==> src/rtl/irq_pend_pkg.sv <==
package irq_pend_pkg;

    typedef enum logic {
        SVC_IDLE = 1'b0,
        SVC_BUSY = 1'b1
    } svc_state_e;

    function automatic int unsigned vec_width(input int unsigned n);
        return (n > 1) ? $clog2(n) : 1;
    endfunction

endpackage

==> src/rtl/irq_pend_bank.sv <==
module irq_pend_bank #(
    parameter int unsigned NUM_SRC    = 8,
    parameter int unsigned PERIPH_IDX = 1,
    parameter int unsigned DEBUG_IDX  = 6
) (
    input  logic               clk,
    input  logic               rst_n,
    input  logic [NUM_SRC-1:0] req,
    input  logic               wr,
    input  logic [NUM_SRC-1:0] wdata,
    input  logic               periph_rd,
    input  logic               debug_rd,
    input  logic [NUM_SRC-1:0] ret_clr,
    output logic [NUM_SRC-1:0] pend
);

    typedef struct packed {
        logic [NUM_SRC-1:0] pend;
    } bank_t;

    bank_t st_d, st_q;
    logic [NUM_SRC-1:0] clr;

    always_comb begin
        clr = '0;
        for (int i = 0; i < NUM_SRC; i++) begin
            if (i == PERIPH_IDX) begin
                clr[i] = periph_rd;
            end else if (i == DEBUG_IDX) begin
                clr[i] = debug_rd;
            end else begin
                clr[i] = (wr & wdata[i]) | ret_clr[i];
            end
        end
        st_d      = st_q;
        st_d.pend = (st_q.pend & ~clr) | req;
    end

    always_ff @(posedge clk or negedge rst_n) begin
        if (!rst_n) begin
            st_q <= '0;
        end else begin
            st_q <= st_d;
        end
    end

    assign pend = st_q.pend;

endmodule

==> src/rtl/irq_prio_sel.sv <==
module irq_prio_sel #(
    parameter int unsigned NUM_SRC = 8,
    parameter int unsigned VEC_W   = 3
) (
    input  logic [NUM_SRC-1:0] pend,
    input  logic [NUM_SRC-1:0] en,
    input  logic               hold,
    output logic               valid,
    output logic [VEC_W-1:0]   vec
);

    logic [NUM_SRC-1:0] masked;

    always_comb begin
        masked = pend & en;
        vec    = '0;
        for (int i = NUM_SRC - 1; i >= 0; i--) begin
            if (masked[i]) begin
                vec = VEC_W'(i);
            end
        end
        valid = (|masked) & ~hold;
    end

endmodule

==> src/rtl/irq_svc_track.sv <==
module irq_svc_track
    import irq_pend_pkg::*;
#(
    parameter int unsigned NUM_SRC = 8,
    parameter int unsigned VEC_W   = 3
) (
    input  logic               clk,
    input  logic               rst_n,
    input  logic               offer,
    input  logic [VEC_W-1:0]   offer_vec,
    input  logic               ack,
    input  logic               iret,
    output logic               busy,
    output logic [NUM_SRC-1:0] ret_clr
);

    typedef struct packed {
        svc_state_e       state;
        logic [VEC_W-1:0] vec;
    } svc_t;

    svc_t st_d, st_q;

    always_comb begin
        st_d    = st_q;
        ret_clr = '0;
        unique case (st_q.state)
            SVC_IDLE: begin
                if (ack && offer) begin
                    st_d.state = SVC_BUSY;
                    st_d.vec   = offer_vec;
                end
            end
            SVC_BUSY: begin
                if (iret) begin
                    st_d.state = SVC_IDLE;
                    for (int i = 0; i < NUM_SRC; i++) begin
                        ret_clr[i] = (st_q.vec == VEC_W'(i));
                    end
                end
            end
            default: st_d.state = SVC_IDLE;
        endcase
    end

    always_ff @(posedge clk or negedge rst_n) begin
        if (!rst_n) begin
            st_q <= '{state: SVC_IDLE, vec: '0};
        end else begin
            st_q <= st_d;
        end
    end

    assign busy = (st_q.state == SVC_BUSY);

endmodule

==> src/rtl/irq_pend_ctrl.sv <==
module irq_pend_ctrl
    import irq_pend_pkg::*;
#(
    parameter int unsigned NUM_SRC    = 8,
    parameter int unsigned PERIPH_IDX = 1,
    parameter int unsigned DEBUG_IDX  = 6,
    localparam int unsigned VEC_W     = vec_width(NUM_SRC)
) (
    input  logic               clk,
    input  logic               rst_n,
    input  logic [NUM_SRC-1:0] irq_req,
    input  logic [NUM_SRC-1:0] irq_en,
    input  logic               pend_wr,
    input  logic [NUM_SRC-1:0] pend_wdata,
    output logic [NUM_SRC-1:0] pend_rdata,
    input  logic               periph_rd,
    input  logic               debug_rd,
    input  logic               irq_ack,
    input  logic               irq_iret,
    output logic               irq_valid,
    output logic [VEC_W-1:0]   irq_vec
);

    logic [NUM_SRC-1:0] pend;
    logic [NUM_SRC-1:0] ret_clr;
    logic               busy;

    irq_pend_bank #(
        .NUM_SRC   (NUM_SRC),
        .PERIPH_IDX(PERIPH_IDX),
        .DEBUG_IDX (DEBUG_IDX)
    ) u_bank (
        .clk      (clk),
        .rst_n    (rst_n),
        .req      (irq_req),
        .wr       (pend_wr),
        .wdata    (pend_wdata),
        .periph_rd(periph_rd),
        .debug_rd (debug_rd),
        .ret_clr  (ret_clr),
        .pend     (pend)
    );

    irq_prio_sel #(
        .NUM_SRC(NUM_SRC),
        .VEC_W  (VEC_W)
    ) u_sel (
        .pend (pend),
        .en   (irq_en),
        .hold (busy),
        .valid(irq_valid),
        .vec  (irq_vec)
    );

    irq_svc_track #(
        .NUM_SRC(NUM_SRC),
        .VEC_W  (VEC_W)
    ) u_svc (
        .clk      (clk),
        .rst_n    (rst_n),
        .offer    (irq_valid),
        .offer_vec(irq_vec),
        .ack      (irq_ack),
        .iret     (irq_iret),
        .busy     (busy),
        .ret_clr  (ret_clr)
    );

    assign pend_rdata = pend;

endmodule

==> config.mk <==
export PLATFORM = sky130hd
export DESIGN_NAME = irq_pend_ctrl
export DESIGN_NICKNAME = d
export VERILOG_FILES = /design/src/rtl/irq_pend_pkg.sv /design/src/rtl/irq_pend_bank.sv /design/src/rtl/irq_prio_sel.sv /design/src/rtl/irq_svc_track.sv /design/src/rtl/irq_pend_ctrl.sv
export SDC_FILE = /design/constraint.sdc
export NUM_CORES = 1
export LEC_CHECK = 0
export BUFFER_PORTS_ARGS = -buffer_cell sky130_fd_sc_hd__clkbuf_2
export CAP_MARGIN = 10
export CORE_MARGIN = 2
export CORE_UTILIZATION = 43
export DETAILED_ROUTE_END_ITERATION = 8
export HOLD_SLACK_MARGIN = 0.1
export PLACE_DENSITY = 0.83
export SLEW_MARGIN = 20
export SYNTH_ARGS = -nofsm -noshare
export SYNTH_HDL_FRONTEND = slang
export SYNTH_SLANG_ARGS = --single-unit
==> constraint.sdc <==
create_clock -name clk -period 4 [get_ports clk]
set_input_delay 1.2 -clock clk [delete_from_list [all_inputs] [get_ports clk]]
set_output_delay 1.2 -clock clk [all_outputs]
set_load 0.05 [all_outputs]
==> flow_summary.toml <==
[floorplanning]
die_w_microns = 43.4
io-pin-count = 43
die-area_sq_um = 1890
start_util = 0.449
die_h_microns = 43.4
core-area_sq_um = 1490
rows = 14

[grt]
grt_first_pass_wirelength_mm = 2.62
grt_pass1_vias = 628
antenna_found_initial = 0
grt_max_degree = 13
track_usage = 0.194
overflow = 0

[yosys]
seq_area_frac_synth = 0.449
ys_ff_latch = 12
synthTopCellsByArea = "dfrtp_1 (45%), nand2_1 (7.9%), a31o_1 (7.9%)"
syn_nets = 93
yosys.area.top_type_share = 0.449
syn-mean-instance-area_sq_um = 10.8
synth_top_area_cell = "dfrtp_1"
yosysUniqueCellTypes = 20
synth.cell_area_sq_um = 668
postSynthCellCount = 62
synth_warnings = 0

[timing]
setup_viol = 0
rsz0062_at_grt = "no"
worstMarginPinSlew_ps = 304
relSlewSlack = 0.797
drv_slew = 0
final.hold.worst_slack_ps = 555
timing.final.crit_period_ps = 3350
finalHoldViolCount = 0
skew_ps = 9.97
fin_crit_sh = 0.837
max_freq_mhz = 299
fin_setup_tns_ps = 0

[final_layout]
fin_area_sq_um = 925
antenna_cells = 0
most-common-layout-cells = "clkbuf_2 (40), nand2_1 (14), dfrtp_1 (12)"
final_cells = 122
drive_gt1_frac = 0.500
layout_commonest_cell = "clkbuf_2"
fin_util = 0.621
layout.nets = 138
area_growth_pct = 38.4

[clock_network]
cts_buffer_depth = 2
post-cts-setup-buffer-count = 0
clock-sinks = 12
cts_root_buffer = "clkbuf_4"
insertion_delay_ps = 280
ctsHoldBuffers = 0
clkTransAtPathRegs_ps = 70
post_cts_resized = 0
tritoncts = "built"
htree_levels = 1
cts_buffers = 3

[min_path]
hold_depth = 1
min-delay-start = "u_bank.pend[6]"
hp-class = "register to register"
hold-path-endpoint = "u_bank.pend[6]"

[power]
power.density_nw_per_um2 = 421
p_sw_uw = 145
power_frac_comb = 0.333
clkPwrFrac = 0.254
p_int_uw = 244
p_seq_frac = 0.413
irDropWorstVdd_mv = 0.225
leakagePower_uw = 0.000476
switching_share = 0.373

[route]
via_count = 665
drtPass1Iterations = 4
wl_mm = 1.59
wl_per_cell_microns = 13.0
via_per_inst = 5.45
drt-initial-drc-count = 6
route.detailed.drc = 0
drtAntennaViolNets = 0

[worst_setup_path]
worstPathRequired_ps = 2800
regToRegEndpoint = "u_svc.st_q[1]"
arrival_ps = 2150
crit_type = "primary input to output port"
path_max_fanout = 3
rr_startpoint = "u_bank.pend[4]"
startpoint_type = "primary input"
worstRegToRegCells = 4
endpoint_kind = "output port"
reg2reg_slack_ps = 2540

[place]
place_hpwl_mm = 1.36
numPortBuffers = 40
placed_area_sq_um = 888
place_inst = 118
globalplace.congestion = 0.759

[status]
status = "completed"

[job]
cap_violations = 0
==> routing by layer <==
metal	GRT usage	share of wire
met1	0.234	0.40
met5	0	0
met2	0.310	0.51
met3	0.0542	0.066
met4	0.109	0.026
==> synth_stat cells, drive strengths merged <==
master and n:
a21boi 1, a21o 3, a21oi 1, a22oi 5, a31o 6, a32oi 1, a41oi 1, and2 1
and3 1, dfrtp 12, inv 3, mux2 3, nand2 14, nand2b 1, nand3 4, nand3b 2
nor2 2, o211ai 1
==> cells by family after synthesis <==
family / count (synthesis) / share of synthesized area
AO/OA/AOI/OAI: 19 / 0.292
buffers and inverters: 3 / 0.0169
flip-flops: 12 / 0.449
multiplexers: 3 / 0.0674
AND/OR/NAND/NOR: 25 / 0.174
==> flip-flops by register name, summed over array words and instances, names as in the netlist <==
name,flops
u_svc.busy,1
u_bank.pend,8
u_svc.st_q,3
==> area by class of cell <==
class	count	area, sq um
clock buffers	4	36.3
repair buffers	40	200
well taps	16	20.0
flip-flops and latches	12	300
inverters	3	11.3
multi-input cells	47	357
fillers	139	564
==> power by group through the flow <==
| stage | Clock (uW) | Combinational [uW] | Sequential (uW) |
|---|---|---|---|
| global placement | 0 | 128 | 162 |
| finish | 99.0 | 130 | 161 |
| CTS | 100 | 131 | 161 |
| floorplan | 0 | 69.9 | 181 |
| global route | 110 | 140 | 164 |
| detailed placement | 0 | 131 | 163 |
==> per-stage QoR <==
step | total power (uW) | setup slack [ps]
finish | 389 | 651
global route | 414 | 579
CTS | 392 | 645
detailed placement | 294 | 648
global placement | 290 | 657
floorplan | 251 | 524
==> worst max-delay path, cell delays in order <==
cell,delay (ps)
clkbuf_2,120
a22oi_1,210
nand2_1,80
o211ai_1,220
clkbuf_2,320
==> worst max-delay path by stage <==
stage | startpoint | to | slack [ps] | cells past startpoint
finish | irq_en[0] | irq_vec[0] | 650 | 5
global route | irq_en[0] | irq_vec[0] | 580 | 5
CTS | irq_en[0] | irq_vec[0] | 650 | 5
detailed placement | irq_en[0] | irq_vec[0] | 650 | 5
global placement | irq_en[0] | irq_vec[0] | 660 | 5
floorplan | irq_en[0] | irq_vec[0] | 520 | 3
Note: power is estimated with default switching activity, not from simulation.
